**src/rtl/brc_pkg.sv**
```systemverilog
package brc_pkg;
    parameter int CTR_W    = 64;
    parameter int NARROW_W = 32;

    typedef enum logic [2:0] {
        ST_IDLE,
        ST_FALL,
        ST_TAKEN,
        ST_TAKEN_LINK,
        ST_STOPPED
    } outcome_e;

    typedef struct packed {
        logic skip_cond;
        logic cond_sense;
        logic skip_ctr;
        logic ctr_sense;
    } opt_t;

    typedef struct packed {
        logic zero_mode;
        logic pred_false_res;
        logic ctr_test;
        logic ctr_test_inv;
        logic link_cond;
    } mode_t;
endpackage

```
**src/rtl/brc_tests.sv**
```systemverilog
module brc_tests
    import brc_pkg::*;
#(
    parameter int W  = CTR_W,
    parameter int NW = NARROW_W
) (
    input  opt_t         opt_i,
    input  logic         cr_bit_i,
    input  logic [W-1:0] ctr_i,
    input  logic         wide_i,
    input  logic         pred_i,
    input  logic         pf_res_i,
    output logic         ctr_ok_o,
    output logic         cond_ok_o
);
    logic nz_wide;
    logic nz_narrow;
    logic nz_sel;
    logic ctr_raw;
    logic cond_raw;

    assign nz_wide = |ctr_i;

    generate
        if (NW < W) begin : g_narrow
            assign nz_narrow = |ctr_i[NW-1:0];
        end else begin : g_full
            assign nz_narrow = nz_wide;
        end
    endgenerate

    always_comb begin
        nz_sel   = wide_i ? nz_wide : nz_narrow;
        ctr_raw  = opt_i.skip_ctr  | (nz_sel ^ opt_i.ctr_sense);
        cond_raw = opt_i.skip_cond | ~(cr_bit_i ^ opt_i.cond_sense);
        if (pred_i) begin
            ctr_ok_o  = ctr_raw;
            cond_ok_o = cond_raw;
        end else begin
            ctr_ok_o  = pf_res_i;
            cond_ok_o = pf_res_i;
        end
    end
endmodule

```
**src/rtl/brc_count.sv**
```systemverilog
module brc_count
    import brc_pkg::*;
#(
    parameter int W = CTR_W
) (
    input  logic [W-1:0] ctr_i,
    input  logic         skip_ctr_i,
    input  logic         pred_i,
    input  mode_t        mode_i,
    input  logic         cond_ok_i,
    output logic [W-1:0] ctr_next_o,
    output logic         stop_o
);
    localparam logic [W-1:0] ONE = {{(W-1){1'b0}}, 1'b1};

    logic hold_by_test;
    logic dec;

    always_comb begin
        stop_o       = ~pred_i & ~mode_i.zero_mode & ~skip_ctr_i
                       & mode_i.ctr_test & ~mode_i.ctr_test_inv;
        hold_by_test = mode_i.ctr_test & (cond_ok_i ^ mode_i.ctr_test_inv);
        dec          = stop_o | (~skip_ctr_i & ~hold_by_test);
        ctr_next_o   = dec ? (ctr_i - ONE) : ctr_i;
    end
endmodule

```
**src/rtl/brc_outcome_fsm.sv**
```systemverilog
module brc_outcome_fsm
    import brc_pkg::*;
#(
    parameter int W = CTR_W
) (
    input  logic         clk,
    input  logic         rst_n,
    input  logic         eval_i,
    input  logic         taken_i,
    input  logic         lr_we_i,
    input  logic         stop_i,
    input  logic [W-1:0] ctr_next_i,
    output logic [W-1:0] ctr_q_o,
    output logic         taken_q_o,
    output logic         lr_we_q_o,
    output logic         stop_q_o
);
    outcome_e state_q;
    outcome_e state_d;

    always_comb begin
        if (!eval_i)                state_d = ST_IDLE;
        else if (stop_i)            state_d = ST_STOPPED;
        else if (taken_i && lr_we_i) state_d = ST_TAKEN_LINK;
        else if (taken_i)           state_d = ST_TAKEN;
        else                        state_d = ST_FALL;
    end

    always_ff @(posedge clk) begin
        if (!rst_n) begin
            state_q <= ST_IDLE;
            ctr_q_o <= '0;
        end else begin
            state_q <= state_d;
            if (eval_i) ctr_q_o <= ctr_next_i;
        end
    end

    always_comb begin
        taken_q_o = 1'b0;
        lr_we_q_o = 1'b0;
        stop_q_o  = 1'b0;
        unique case (state_q)
            ST_IDLE:       ;
            ST_FALL:       ;
            ST_TAKEN:      taken_q_o = 1'b1;
            ST_TAKEN_LINK: begin
                taken_q_o = 1'b1;
                lr_we_q_o = 1'b1;
            end
            ST_STOPPED:    stop_q_o = 1'b1;
            default:       ;
        endcase
    end

    assert_ctr_load_R9: assert property (@(posedge clk) disable iff (!rst_n)
        eval_i |=> ctr_q_o == $past(ctr_next_i));
    assert_ctr_hold_R9: assert property (@(posedge clk) disable iff (!rst_n)
        !eval_i |=> $stable(ctr_q_o));
    assert_idle_flags_R9: assert property (@(posedge clk) disable iff (!rst_n)
        !eval_i |=> !taken_q_o && !lr_we_q_o && !stop_q_o);
    assert_stop_recorded_R9: assert property (@(posedge clk) disable iff (!rst_n)
        (eval_i && stop_i) |=> stop_q_o && !taken_q_o);
endmodule

```
**src/rtl/brc_eval.sv**
```systemverilog
module brc_eval
    import brc_pkg::*;
(
    input  logic              clk,
    input  logic              rst_n,
    input  logic              eval_i,
    input  logic              skip_cond_i,
    input  logic              cond_sense_i,
    input  logic              skip_ctr_i,
    input  logic              ctr_sense_i,
    input  logic              cr_bit_i,
    input  logic [CTR_W-1:0]  ctr_i,
    input  logic              wide_mode_i,
    input  logic              pred_i,
    input  logic              zero_mode_i,
    input  logic              pred_false_res_i,
    input  logic              ctr_test_i,
    input  logic              ctr_test_inv_i,
    input  logic              link_cond_i,
    output logic              taken_o,
    output logic [CTR_W-1:0]  ctr_next_o,
    output logic              lr_we_o,
    output logic              stop_o,
    output logic [CTR_W-1:0]  ctr_q_o,
    output logic              taken_q_o,
    output logic              lr_we_q_o,
    output logic              stop_q_o
);
    localparam logic [CTR_W-1:0] ONE = {{(CTR_W-1){1'b0}}, 1'b1};

    opt_t  opt;
    mode_t mode;
    logic  ctr_ok;
    logic  cond_ok;

    assign opt  = '{skip_cond: skip_cond_i, cond_sense: cond_sense_i,
                    skip_ctr: skip_ctr_i, ctr_sense: ctr_sense_i};
    assign mode = '{zero_mode: zero_mode_i, pred_false_res: pred_false_res_i,
                    ctr_test: ctr_test_i, ctr_test_inv: ctr_test_inv_i,
                    link_cond: link_cond_i};

    brc_tests #(.W(CTR_W), .NW(NARROW_W)) tests_i (
        .opt_i     (opt),
        .cr_bit_i  (cr_bit_i),
        .ctr_i     (ctr_i),
        .wide_i    (wide_mode_i),
        .pred_i    (pred_i),
        .pf_res_i  (pred_false_res_i),
        .ctr_ok_o  (ctr_ok),
        .cond_ok_o (cond_ok)
    );

    brc_count #(.W(CTR_W)) count_i (
        .ctr_i      (ctr_i),
        .skip_ctr_i (skip_ctr_i),
        .pred_i     (pred_i),
        .mode_i     (mode),
        .cond_ok_i  (cond_ok),
        .ctr_next_o (ctr_next_o),
        .stop_o     (stop_o)
    );

    assign taken_o = ctr_ok & cond_ok & ~stop_o;
    assign lr_we_o = taken_o & mode.link_cond;

    brc_outcome_fsm #(.W(CTR_W)) fsm_i (
        .clk        (clk),
        .rst_n      (rst_n),
        .eval_i     (eval_i),
        .taken_i    (taken_o),
        .lr_we_i    (lr_we_o),
        .stop_i     (stop_o),
        .ctr_next_i (ctr_next_o),
        .ctr_q_o    (ctr_q_o),
        .taken_q_o  (taken_q_o),
        .lr_we_q_o  (lr_we_q_o),
        .stop_q_o   (stop_q_o)
    );

    assert_stop_no_branch_R5: assert property (@(posedge clk) disable iff (!rst_n)
        stop_o |-> !taken_o && !lr_we_o && ctr_next_o == ctr_i - ONE);
    assert_link_gated_R8: assert property (@(posedge clk) disable iff (!rst_n)
        lr_we_o |-> link_cond_i && taken_o);
    assert_pred_override_R4: assert property (@(posedge clk) disable iff (!rst_n)
        (!pred_i && !stop_o) |-> taken_o == pred_false_res_i);
    assert_skip_ctr_hold_R6: assert property (@(posedge clk) disable iff (!rst_n)
        skip_ctr_i |-> ctr_next_o == ctr_i && !stop_o);
endmodule

```
**config.mk**
```make
export PLATFORM = sky130hd
export DESIGN_NAME = brc_eval
export DESIGN_NICKNAME = d
export VERILOG_FILES = /design/src/rtl/brc_pkg.sv /design/src/rtl/brc_tests.sv /design/src/rtl/brc_count.sv /design/src/rtl/brc_outcome_fsm.sv /design/src/rtl/brc_eval.sv
export SDC_FILE = /design/constraint.sdc
export NUM_CORES = 1
export LEC_CHECK = 0
export ABC_AREA = 1
export BUFFER_PORTS_ARGS = -buffer_cell sky130_fd_sc_hd__buf_2
export CAP_MARGIN = 20
export CELL_PAD_IN_SITES_DETAIL_PLACEMENT = 0
export CELL_PAD_IN_SITES_GLOBAL_PLACEMENT = 1
export CORE_UTILIZATION = 36
export DETAILED_ROUTE_END_ITERATION = 6
export GPL_ROUTABILITY_DRIVEN = 0
export PLACE_DENSITY_LB_ADDON = 0.08
export SLEW_MARGIN = 20
export SYNTH_ARGS = -nofsm -noshare
export SYNTH_HDL_FRONTEND = slang
export SYNTH_SLANG_ARGS = --single-unit
```
**constraint.sdc**
```tcl
create_clock -name clk -period 3.18 [get_ports clk]
set_input_delay 0.636 -clock clk [delete_from_list [all_inputs] [get_ports clk]]
set_output_delay 0.636 -clock clk [all_outputs]
set_load 0.1 [all_outputs]
```
==> run summary, run 1 <==
Clock-pin slew was measured on the worst setup and hold paths at 0.06 ns. Across the routed clock network, the largest skew measured is 0 ns. The count of cells along the worst register-to-register path came out at 3. Across the VDD grid, the largest voltage drop is 0.317 mV. The number of vias per cell after detailed routing came out at 4.85.

The share of the clock period used by the worst path came out at 94.9%. The leakage power total came out at 4.87 nW. For this run, the leading register cell type out of synthesis is dfxtp_1.

The non-filler instance count after layout is 1,548. The net switching component of the power came out at 2.08 mW. The internal power of the cells totals 2.17 mW. The remaining design rule violation count is 0. After Yosys synthesis, full adders, half adders and majority gates account for 0.408% of the synthesized area. The number of max-cap violations came out at 0. The number of synthesized flops with an enable pin is 0. Summing the areas of all compound-gate instances in the mapped netlist gives 7.78% of the synthesized area. The worst setup path is of the input port to primary output kind. Setup repair after global routing left no endpoint under its margin.

The count of hold buffers inserted by post-cts repair came out at 0. After Yosys synthesis, and, or, nand and nor cells account for 55.3% of the synthesized area. The power consumption came out at 4.25 mW. The XOR/XNOR share of the synthesized area came out at 2.29%. After synthesis the cells add up to 6130 µm². The synthesized net count is 1,203.

The shortest period the worst path allows is 3.02 ns. The cell total after placement came out at 1,532. The number of endpoints failing setup at the final stage is 0. The area of all sequential standard cells is 1340 µm². The overall routing resource usage is 27.3%. Timing would allow up to 331 MHz.

The multi-input combinational cells in the finished layout cover a total of 4050 µm². The area of the placeable core came out at 16,600 µm². The filler cell count is 1,792. The final route contains 7,504 vias. The via count of the first global-routing pass is 6,981. The depth of the CTS H-tree came out at 3.

Compared with the post-synthesis result, the final layout area differs by 43.8%. Of the cells placed in the final design, the portion with a size suffix greater than 1 is 23.5%. In this run, synthesis produced a sequential element count of 67. Global routing finished with a remaining overflow of 0. The max-slew violation count was 0. Measured against its own limit, the worst slew margin works out to 43.6%. The worst min-delay path category is flop to flop. The number of routed nets with antenna violations came out at 0. The die extent in x came out at 132 µm. During synthesis, Yosys emitted a total of 0 warnings. The portion of synthesized cell area occupied by the leading cell type came out at 21.9%. The cell count after synthesis came out at 1,122. The first-pass GRT wire length came out at 37.3 mm. The share of total power in the clock network is 26.2%. The number of library cell types mapped by synthesis is 31. The sink count of the clock tree is 67. The number of clock buffers added by TritonCTS is 9. The number of diodes added for antenna fixing came out at 0. The top cell type by total area after synthesis is dfxtp_1. The average instance in the mapped netlist occupies 5.46 µm². The floorplan has 47 rows. The final layout contains 1,404 nets.

The worst endpoint data arrival time came out at 2.38 ns. The count of TritonRoute iterations in the first routing pass came out at 5. The number of antenna violations at the first check in global routing is 0. The root buffer cell is clkbuf_16.

The ratio of total power to cell area came out at 482 nW/µm². The routed wirelength normalized by instance count came out at 15.2 µm. The slew at the pin closest to its max-slew limit is 0.841 ns. By area the synthesized netlist is led by dfxtp_1 (22%), nand2_1 (19%), nor2_1 (14%), nand3_1 (11%), inv_1 (9.3%).

The required arrival time at the worst endpoint came out at 2.54 ns. The count of input and output buffers is 212. In the layout the commonest cells are nand2_1 (312), nor2_1 (225), inv_1 (152), buf_2 (145), nand3_1 (140).

The clock latency reported for the late side of the worst-skew pair is 0.35 ns. The share of flip-flops with an asynchronous set or reset after synthesis is 0%. TritonCTS built the clock tree.

The sequential fraction of design power came out at 22.0%. Once the floorplan was initialized, standard cells occupied 37.0% of the core. Combinational cells account for 51.8% of the total power.

The worst setup path is launched from an input port. For this design the top-level I/O count stands at 213. The flow ran to the end, and the final reports show no timing, DRC or antenna violations. The portion of netlist area occupied by mux cells is 0%. The clock tree buffer depth is 2.

After synthesis, the largest family of logic cells by area is simple AND/OR/NAND/NOR gates. The die is 132 µm tall. The worst setup path is captured at a primary output. The number of stages on the worst hold path came out at 4. Entering global routing, the biggest net connects 67 pins. The routed wire length is 23.6 mm.

The hold violation count in the final report is 0. After the first detailed-routing iteration, the DRC count stood at 357. Summed over all nets, the half-perimeter wirelength after detailed placement is 18.8 mm. The area of the die is 17,500 µm².

The library cell used most frequently in the layout, excluding fill and tap cells, is nand2_1. The net switching fraction of the power is 48.9%. The sequential fraction of the synthesis area came out at 21.9%. The largest fanout of any net on the critical path came out at 5.
-- layout make-up --
type	instances	share of cell area, %
inverter	156	6.64
clock inverter	7	1.12
timing repair buffer	229	25.3
tap	220	3.12
clock buffer	9	2.56
sequential	67	15.2
multi-input combinational	860	46.0
-- metrics by stage --
stage          TNS, ns  cell area, µm²  utilization [%]  setup WS, ns  hold slack [ns]
2_1_floorplan        0            6140                -         0.134            0.866
3_3_place_gp    -0.195            8480             51.1        -0.106            0.536
3_5_place_dp    -0.114            8480             51.1       -0.0653            0.536
4_1_cts              0            8800             53.1        0.0213            0.548
5_1_grt              0            8810             53.1        0.0264            0.576
6_report             0            8810             53.1         0.161            0.546
-- kinds of logic (layout without fill, tap and decap cells) --
group	count (synthesis)	count (layout)
flip-flops	67	67
AO/OA/AOI/OAI	78	78
AND/OR/NAND/NOR	764	764
buffers and inverters	195	401
XOR/XNOR	16	16
adder cells (fa/ha/maj)	2	2
-- per-layer routing --
| metal | global-route usage (%) | vias up | part of all wire (%) |
|---|---|---|---|
| met2 | 43.3 | 256 | 44 |
| li1 | - | 3868 | - |
| met4 | 10.3 | 0 | 2.8 |
| met3 | 5.17 | 36 | 6.7 |
| met1 | 36.5 | 3344 | 46 |
| met5 | 0 | - | 0 |
-- repair_timing --
item / in CTS / in global routing
hold endpoints to repair: 0 / 0
endpoints found under the setup margin: 2 / 2
resized for setup: 1 / 4
gates cloned: 0 / 0
setup buffers: 0 / 0
-- flip-flops by register name, indices dropped and copies added, names as in the netlist --
name / count
fsm_i.state_q: 3
fsm_i.ctr_q_o: 64
-- final timing paths --
check	startpoint	end	slack (ns)
min reg2reg	fsm_i.ctr_q_o[62]	fsm_i.ctr_q_o[62]	0.55
min	fsm_i.ctr_q_o[62]	fsm_i.ctr_q_o[62]	0.55
max reg2reg	fsm_i.ctr_q_o[20]	fsm_i.ctr_q_o[20]	2.42
max	ctr_i[1]	ctr_next_o[24]	0.16
-- power groups by stage --
| stage | logic [mW] | registers (mW) | clock network (mW) |
|---|---|---|---|
| global placement | 2.20 | 0.950 | 0 |
| floorplan | 1.05 | 1.40 | 0 |
| finish | 2.20 | 0.933 | 1.11 |
| CTS | 2.21 | 0.933 | 1.15 |
| global route | 2.29 | 0.940 | 1.18 |
| detailed placement | 2.20 | 0.952 | 0 |
-- worst max-delay path, stage by stage --
cell and delay, ns:
buf_2 0.13, inv_1 0.07, ha_1 0.23, nand2_2 0.13, nor2_4 0.18, nand3_1 0.17
xor2_1 0.34, nand2_1 0.11, nand2_1 0.18, buf_12 0.20
-- synthesized netlist by cell type (8+ instances only) --
| library cell | number |
|---|---|
| buf_2 | 14 |
| o21ai_0 | 38 |
| xor2_1 | 12 |
| nor2_2 | 12 |
| nand2_2 | 18 |
| nand4_1 | 15 |
| nand2_1 | 314 |
| nor3_1 | 8 |
| nor2_4 | 14 |
| dfxtp_1 | 67 |
| nand3_1 | 140 |
| inv_1 | 152 |
| o21ai_1 | 9 |
| o21bai_1 | 22 |
| nor2_1 | 229 |
| clkbuf_1 | 19 |
Note: power is estimated with default switching activity, not from simulation.
==> inputs of run 2 (changes only) <==
- ABC_AREA: 1 -> unset
- CORE_UTILIZATION: 36 -> 34
==> run 2 against run 1 <==
The run now ends with negative setup slack left. Count of clock-buffer cells in the layout is 2 higher. Synthesized area is 35% lower. Sequential power is 0.9% lower. Worst hold slack worse by 0.026 ns. Critical endpoint is now ctr_next_o[18]. Largest cell class unchanged. Largest power group unchanged.
==> run summary, run 2 <==
Status: finished with violations (was complete, no violations). The checks that failed: negative setup slack. The net switching fraction of the power was 44.1% (was 48.9%). The biggest cell delay along the critical path is 0.54 ns (was 0.34 ns). The total of flip-flops plus latches after synthesis came out at 67 (unchanged). The hold violation count in the final report came to 0 (unchanged). The remaining design rule violation count came out at 0 (unchanged). The clock tree buffer depth came out at 2 (unchanged). The height of the die is 110 µm (was 132 µm). The detailed router's first-iteration violation count is 200 (was 357). The ratio of total power to cell area came to 392 nW/µm² (was 482 nW/µm²). The sequential fraction of the synthesis area was 33.6% (was 21.9%). The routed wire length is 15.4 mm (was 23.6 mm). The number of max-cap violations came out at 0 (unchanged).

The filler cell count came out at 797 (was 1,792). The routed wirelength normalized by instance count is 15.7 µm (was 15.2 µm). The number of antenna violations at the first check in global routing came out at 0 (unchanged). Setup repair after global routing missed its margin: yes (was no). The depth of the CTS H-tree is 3 (unchanged). The buffer and inverter count on the worst path is 5 (was 3).

The power consumption came to 3.41 mW (was 4.25 mW). The routed metal-1 wire length came to 6.24 mm (was 10.9 mm). The sequential fraction of design power came to 27.1% (was 22.0%). The sink count of the clock tree is 67 (unchanged).

The overall routing resource usage came out at 25.0% (was 27.3%). The leakage power total is 3.64 nW (was 4.87 nW). The synthesized area per cell came out at 7.73 µm² (was 5.46 µm²). The share of flip-flops with an asynchronous set or reset after synthesis came out at 0% (unchanged). The cell total after placement is 942 (was 1,532).

The via count of the first global-routing pass is 4,825 (was 6,981). The required arrival time at the worst endpoint came out at 2.54 ns (about the same). The highest clock rate is 280 MHz (was 331 MHz). The shortest period the worst path allows came out at 3.57 ns (was 3.02 ns). The maximum resistive drop on vdd is 0.331 mV (was 0.317 mV). The number of stages on the worst hold path came out at 2 (was 4). Registers with the highest flip-flop counts: fsm_i.ctr_q_o: 64 flops, fsm_i.state_q: 3 flops (unchanged). The worst max-slew margin expressed relative to the limit came out at 28.2% (was 43.6%). The slew at the pin closest to its max-slew limit came out at 1.08 ns (was 0.841 ns). The most used flip-flop cell after synthesis is dfxtp_1 (unchanged). The number of routed nets with antenna violations came to 0 (unchanged). The max-slew violation count came to 0 (unchanged). The fraction of layout instances using a drive strength above 1 is 62.7% (was 23.5%). The number of nets in the final layout came out at 917 (was 1,404). The clock-pin transition on the worst setup and hold timing paths came out at 0.05 ns (was 0.06 ns). The via total after detailed routing came out at 4,918 (was 7,504). Critical Path, Cell by Cell: buf_6, or4_4, a211o_1, nor3_4, buf_4, or3b_4, xor2_1, buf_4, clkinvlp_4, buf_12 (was buf_2, inv_1, ha_1, nand2_2, nor2_4, nand3_1, xor2_1, nand2_1, nand2_1, buf_12). The clock tree from TritonCTS was built (unchanged). The number of synthesized flops with an enable pin is 0 (unchanged). The area of the placeable core is 11,400 µm² (was 16,600 µm²). The share of the clock period used by the worst path is 112% (was 94.9%). The die extent in x came out at 110 µm (was 132 µm). The clock latency reported for the late side of the worst-skew pair is 0.34 ns (was 0.35 ns). The number of diodes added for antenna fixing is 0 (unchanged).

The count of TritonRoute iterations in the first routing pass is 4 (was 5). The flip-flop count of the largest register, all copies and words added came out at 64 (unchanged). The number of endpoints failing setup at the final stage is 59 (was 0). The post-synthesis to final-layout area growth is 118% (was 43.8%).

The worst min-delay path category is flop to flop (unchanged). The yosys synthesis warning count came out at 0 (unchanged). The routed length on met2 was 7.79 mm (was 10.4 mm). The leading cell type in the layout, fill and taps excluded was buf_2 (was nand2_1).

The non-filler instance count after layout came out at 984 (was 1,548). The register with the highest flop count was fsm_i.ctr_q_o (unchanged). The family of cells with the greatest summed delay on the critical path was simple AND/OR/NAND/NOR gates (unchanged). The total number of placement rows was 39 (was 47). The worst setup skew after layout came out at 0 ns (unchanged). The internal cell power was 1.91 mW (was 2.17 mW). The largest fanout of any net on the critical path came out at 3 (was 5). The cell with the largest stage delay on the worst path is or4_4 (was xor2_1). The area of the die is 12,200 µm² (was 17,500 µm²). The share of total power in the clock network came out at 27.8% (was 26.2%). The detailed route wirelength on metal3 came out at 982 µm (was 1.58 mm). The count of input and output buffers is 212 (unchanged). The number of vias per cell after detailed routing came out at 5.00 (was 4.85). The root buffer cell is clkbuf_16 (unchanged). The number of clock buffers inserted by TritonCTS came out at 9 (unchanged).

The global route total overflow came out at 0 (unchanged). The effective utilization at floorplan is 35.0% (was 37.0%). The critical path startpoint category is an input port (unchanged). The share of power burned in combinational logic is 45.1% (was 51.8%). The type of destination of the critical path was a primary output (unchanged). The cell count after synthesis came out at 517 (was 1,122). The setup total negative slack came out at -14.51 ns (was 0 ns).

The number of library cell types mapped by synthesis was 42 (was 31). Commonest cells in the synthesized netlist: dfxtp_1 (67), o21ai_0 (63), inv_1 (58) (was nand2_1 (314), nor2_1 (229), inv_1 (152)). The least setup slack across all paths after layout came out at -0.394 ns (was 0.161 ns).

The type of the setup path with the least slack is input port to primary output (unchanged). The count of cells along the worst register-to-register path is 2 (was 3). Most used cells in the layout excluding fill and tap cells: buf_2 (144), buf_4 (110), buf_12 (70), dfxtp_1 (67), o21ai_0 (63) (was nand2_1 (312), nor2_1 (225), inv_1 (152), buf_2 (145), nand3_1 (140)).

The synthesized net count came out at 598 (was 1,203). The top cell type by total area after synthesis was dfxtp_1 (unchanged). The count of hold buffers inserted by post-cts repair came out at 0 (unchanged). The most common cell type on the critical path is buf_4 (was nand2_1).

The most frequent cell after synthesis is dfxtp_1 (was nand2_1). The highest layer used for signal routing is met4 (unchanged). The net switching component of the power came out at 1.50 mW (was 2.08 mW). The first-pass GRT wire length is 23.0 mm (was 37.3 mm). The worst endpoint data arrival time came to 2.94 ns (was 2.38 ns).

The synthesized cell area is 3990 µm² (was 6130 µm²). The portion of synthesized cell area occupied by the leading cell type came out at 33.6% (was 21.9%). The total stage count of the critical path came out at 10 (unchanged).

The maximum number of pins on one net before global-route repair came to 66 (was 67). Top area cells in the synthesized netlist: dfxtp_1 (34%), xor2_1 (11%), o21ai_0 (7.9%), a21oi_1 (6.6%), inv_1 (5.5%) (was dfxtp_1 (22%), nand2_1 (19%), nor2_1 (14%), nand3_1 (11%), inv_1 (9.3%)). The top-level port count came out at 213 (unchanged). The placed wire-length estimate after detailed placement is 11.4 mm (was 18.8 mm).
run 2: power by group through the flow:
stage / clock network, mW / logic (mW) / registers [mW]
after global placement: 0 / 1.48 / 0.939
final: 0.946 / 1.54 / 0.925
after global routing: 1.00 / 1.59 / 0.932
after floorplan: 0 / 0.594 / 1.35
after detailed placement: 0 / 1.49 / 0.942
after CTS: 0.968 / 1.52 / 0.925
run 2: cell type report:
class	count	area, µm²	share of cell area, %
Multi-Input combinational cell	362	3390	39.0
Timing Repair Buffer	338	3120	35.9
Sequential cell	67	1340	15.4
Inverter	58	387	4.44
Clock buffer	11	253	2.90
Tap cell	143	179	2.06
Clock inverter	5	27.5	0.316
run 2: repair_timing:
action	CTS	global route
endpoints found under the setup margin	58	60
resized for setup	40	52
pin swaps	27	22
hold endpoints to repair	0	0
cloned	2	0
buffers inserted	12	14
run 2: routing by layer:
layer  global-route usage (%)  vias to the layer above
met5                        0                        -
met4                     10.4                        0
met3                     5.41                       29
met2                     43.1                      165
met1                     29.9                     2321
li1                         -                     2403
run 2: worst register-to-register path, stage by stage (launching register included):
cell,delay (ns)
dfxtp_1,0.33
o21ai_0,0.08
o21ba_2,0.30
run 2: path summary, 6_finish.rpt:
path | from | end | slack (ns)
worst max-delay path | skip_ctr_i | ctr_next_o[18] | -0.39
worst min-delay path | fsm_i.ctr_q_o[54] | fsm_i.ctr_q_o[54] | 0.52
worst max register to register | fsm_i.ctr_q_o[16] | fsm_i.ctr_q_o[16] | 2.42
worst min register to register | fsm_i.ctr_q_o[54] | fsm_i.ctr_q_o[54] | 0.52
run 2: cell families after synthesis:
| logic type | share of synthesized area [%] |
|---|---|
| AO/OA/AOI/OAI | 18.9 |
| flip-flops | 33.6 |
| XOR/XNOR | 14.0 |
| buffers and inverters | 8.93 |
| AND/OR/NAND/NOR | 23.2 |
| adder cells (fa/ha/maj) | 0.626 |
| multiplexers | 0.752 |
run 2: stage by stage:
stage | worst slack (ns) | hold slack, ns | area, µm² | util [%]
2_1_floorplan | -0.496 | 0.772 | 4870 | -
3_3_place_gp | -0.364 | 0.495 | 7710 | 67.5
3_5_place_dp | -0.405 | 0.500 | 7710 | 67.5
4_1_cts | -0.353 | 0.523 | 8340 | 73.0
5_1_grt | -0.451 | 0.542 | 8700 | 76.2
6_report | -0.394 | 0.519 | 8700 | 76.2
==> inputs of run 3 (changes only) <==
- REMOVE_ABC_BUFFERS: unset -> 1
==> run 3 against run 2 <==
The run still ends with negative setup slack left. Register-to-register slack about the same. Final area fell by 3.2%. Global-route usage is 0.47 points lower. Wire length grew 3.3%. Largest power group unchanged. Critical endpoint is now ctr_next_o[34]. Total power is 2.3% lower. Count of clock-buffer cells in the layout up 3. Worst setup slack better by 0.059 ns.
==> run summary, run 3 (synthesis gave the netlist of run 2 again) <==
The required arrival time at the worst endpoint is 2.54 ns (about the same). Failing checks: negative setup slack (unchanged). The count of TritonRoute iterations in the first routing pass was 5 (was 4).

The root buffer cell is clkbuf_16 (unchanged). The worst min-delay path category is flop to flop (unchanged). Most used cells in the layout excluding fill and tap cells: buf_2 (144), buf_4 (123), buf_12 (70), dfxtp_1 (67), o21ai_0 (63) (was buf_2 (144), buf_4 (110), buf_12 (70), dfxtp_1 (67), o21ai_0 (63)). The number of endpoints failing setup at the final stage is 58 (was 59). The worst max-slew margin expressed relative to the limit is 56.3% (was 28.2%). The tightest hold margin was 0.504 ns (was 0.519 ns). The worst reg2reg path startpoint was fsm_i.ctr_q_o[10] (was fsm_i.ctr_q_o[16]). The number of diodes added for antenna fixing is 0 (unchanged).

The sink count of the clock tree was 67 (unchanged). The number of antenna violations at the first check in global routing came to 0 (unchanged). The global route total overflow is 0 (unchanged). The number of clock buffers inserted by TritonCTS is 9 (unchanged).

The number of vias per cell after detailed routing was 5.02 (was 5.00). The largest fanout of any net on the critical path came out at 6 (was 3). The ratio of total power to cell area is 395 nW/µm² (was 392 nW/µm²). The remaining design rule violation count is 0 (unchanged). The count of hold buffers inserted by post-cts repair came out at 0 (unchanged).

The setup total negative slack came out at -12.37 ns (was -14.51 ns). The total number of placement rows came out at 39 (unchanged). Critical Path, Cell by Cell: buf_6, or4_4, or4_4, nor3_4, buf_12, clkbuf_16, nand3_2, xor2_1, inv_1, buf_12 (was buf_6, or4_4, a211o_1, nor3_4, buf_4, or3b_4, xor2_1, buf_4, clkinvlp_4, buf_12). The clock latency reported for the late side of the worst-skew pair came out at 0.34 ns (about the same). The hold violation count in the final report is 0 (unchanged). The clock tree buffer depth was 2 (unchanged). The area of the die came out at 12,200 µm² (unchanged). Registers with the highest flip-flop counts: fsm_i.ctr_q_o: 64 flops, fsm_i.state_q: 3 flops (unchanged). Status: finished with violations (unchanged). The number of nets in the final layout is 937 (was 917). The area of the placeable core is 11,400 µm² (unchanged). The maximum number of pins on one net before global-route repair came out at 61 (was 66). The worst setup skew after layout came out at 0 ns (unchanged). The power consumption was 3.33 mW (was 3.41 mW).

The share of the clock period used by the worst path was 111% (was 112%). The top-level port count came out at 213 (unchanged). The detailed router's first-iteration violation count was 246 (was 200). The count of input and output buffers came out at 212 (unchanged). The height of the die was 110 µm (unchanged).

The least setup slack across all paths after layout came out at -0.336 ns (was -0.394 ns). The worst endpoint data arrival time is 2.88 ns (was 2.94 ns). The clock-pin transition on the worst setup and hold timing paths is 0.05 ns (about the same). The flip-flop count of the largest register, all copies and words added is 64 (unchanged).

The type of the setup path with the least slack is input port to primary output (unchanged). The clock tree from TritonCTS was built (unchanged). The non-filler instance count after layout is 1,004 (was 984). The leakage power total is 3.91 nW (was 3.64 nW).

The register with the highest flop count is fsm_i.ctr_q_o (unchanged). The slew at the pin closest to its max-slew limit is 0.647 ns (was 1.08 ns). The critical path startpoint category is an input port (unchanged). The routed wirelength normalized by instance count came out at 15.9 µm (was 15.7 µm). The number of routed nets with antenna violations is 0 (unchanged). The number of max-cap violations is 0 (unchanged).

The max-slew violation count came out at 0 (unchanged). The count of cells along the worst register-to-register path came out at 2 (unchanged). The critical register-to-register path endpoint was fsm_i.ctr_q_o[10] (was fsm_i.ctr_q_o[16]). Setup repair after global routing missed its margin: yes (unchanged). The overall routing resource usage is 24.5% (was 25.0%). The fraction of layout instances using a drive strength above 1 is 57.5% (was 62.7%). The effective utilization at floorplan is 35.0% (unchanged).

The via total after detailed routing came out at 5,042 (was 4,918). The number of stages on the worst hold path came to 2 (unchanged). The end point of the worst hold path is fsm_i.ctr_q_o[5] (was fsm_i.ctr_q_o[54]). The routed wire length is 16.0 mm (was 15.4 mm). The via count of the first global-routing pass came out at 4,708 (was 4,825). The type of destination of the critical path is a primary output (unchanged). The biggest cell delay along the critical path came out at 0.53 ns (was 0.54 ns). The buffer and inverter count on the worst path came out at 5 (unchanged). The shortest period the worst path allows is 3.52 ns (was 3.57 ns). The leading cell type in the layout, fill and taps excluded was buf_2 (unchanged). The cell total after placement is 941 (was 942). The cell with the largest stage delay on the worst path is or4_4 (unchanged). The depth of the CTS H-tree is 3 (unchanged). The family of cells with the greatest summed delay on the critical path is simple AND/OR/NAND/NOR gates (unchanged). The maximum resistive drop on vdd came out at 0.338 mV (was 0.331 mV). The hold path startpoint is fsm_i.ctr_q_o[5] (was fsm_i.ctr_q_o[54]). The reg-to-reg setup timing slack is 2.42 ns (about the same). The die extent in x came out at 110 µm (unchanged).

The placed wire-length estimate after detailed placement came out at 10.6 mm (was 11.4 mm). The first-pass GRT wire length came out at 22.8 mm (was 23.0 mm). The post-synthesis to final-layout area growth is 111% (was 118%). The highest clock rate came out at 284 MHz (was 280 MHz).
-- run 3: cell count changes in the layout (fill, tap and decap cells not counted), sizes merged --
cell      change
clkinv        -3
inv          +45
buf          +16
clkinvlp     -45
clkbuf        +7
-- run 3: how the worst max path moves through the flow --
stage,start,to,cells past startpoint
after detailed placement,ctr_i[56],lr_we_o,9
final,ctr_i[12],ctr_next_o[34],10
after global routing,ctr_i[12],ctr_next_o[33],10
after CTS,ctr_i[12],lr_we_o,9
after floorplan,skip_ctr_i,ctr_next_o[12],5
after global placement,ctr_i[56],lr_we_o,9
-- run 3: area by class of cell --
type	count	area [µm²]
Fill cell	866	3000
Sequential cell	67	1340
Inverter	58	218
Clock buffer	14	244
Tap cell	143	179
Timing Repair Buffer	358	3340
Multi-Input combinational cell	362	3080
Clock inverter	2	12.5
-- run 3: power breakdown --
group / switching [mW] / internal [mW] / total, mW
combinational: 1.07 / 0.429 / 1.50
clock: 0.374 / 0.528 / 0.902
sequential: 0.0245 / 0.898 / 0.923
total: 1.47 / 1.86 / 3.33
-- run 3: timing repair --
action,in CTS,in global routing
resized for setup,61,112
endpoints found under the setup margin,54,63
buffers inserted,18,27
pin swaps,32,54
gates cloned,1,4
-- run 3: stage by stage --
| stage | setup slack [ns] | area [µm²] | utilization, % |
|---|---|---|---|
| after global routing | -0.453 | 8420 | 73.8 |
| after floorplan | -1.79 | 3850 | - |
| after global placement | -0.551 | 6840 | 59.9 |
| after CTS | -0.335 | 7560 | 66.3 |
| after detailed placement | -0.535 | 6840 | 59.9 |
| final | -0.336 | 8420 | 73.8 |
-- run 3: worst min-delay path, stage by stage, from the launching register on --
cell	delay [ns]
dfxtp_1	0.32
o21ai_0	0.07
nor2_1	0.07
-- run 3: per-layer routing --
layer  up-vias  GRT usage (%)  share of wire (%)
li1       2463              -                  -
met1      2386           29.5                 42
met2       165           42.1                 50
met3        28           5.11                5.3
met4         0           10.4                2.4
met5         -              0                  0
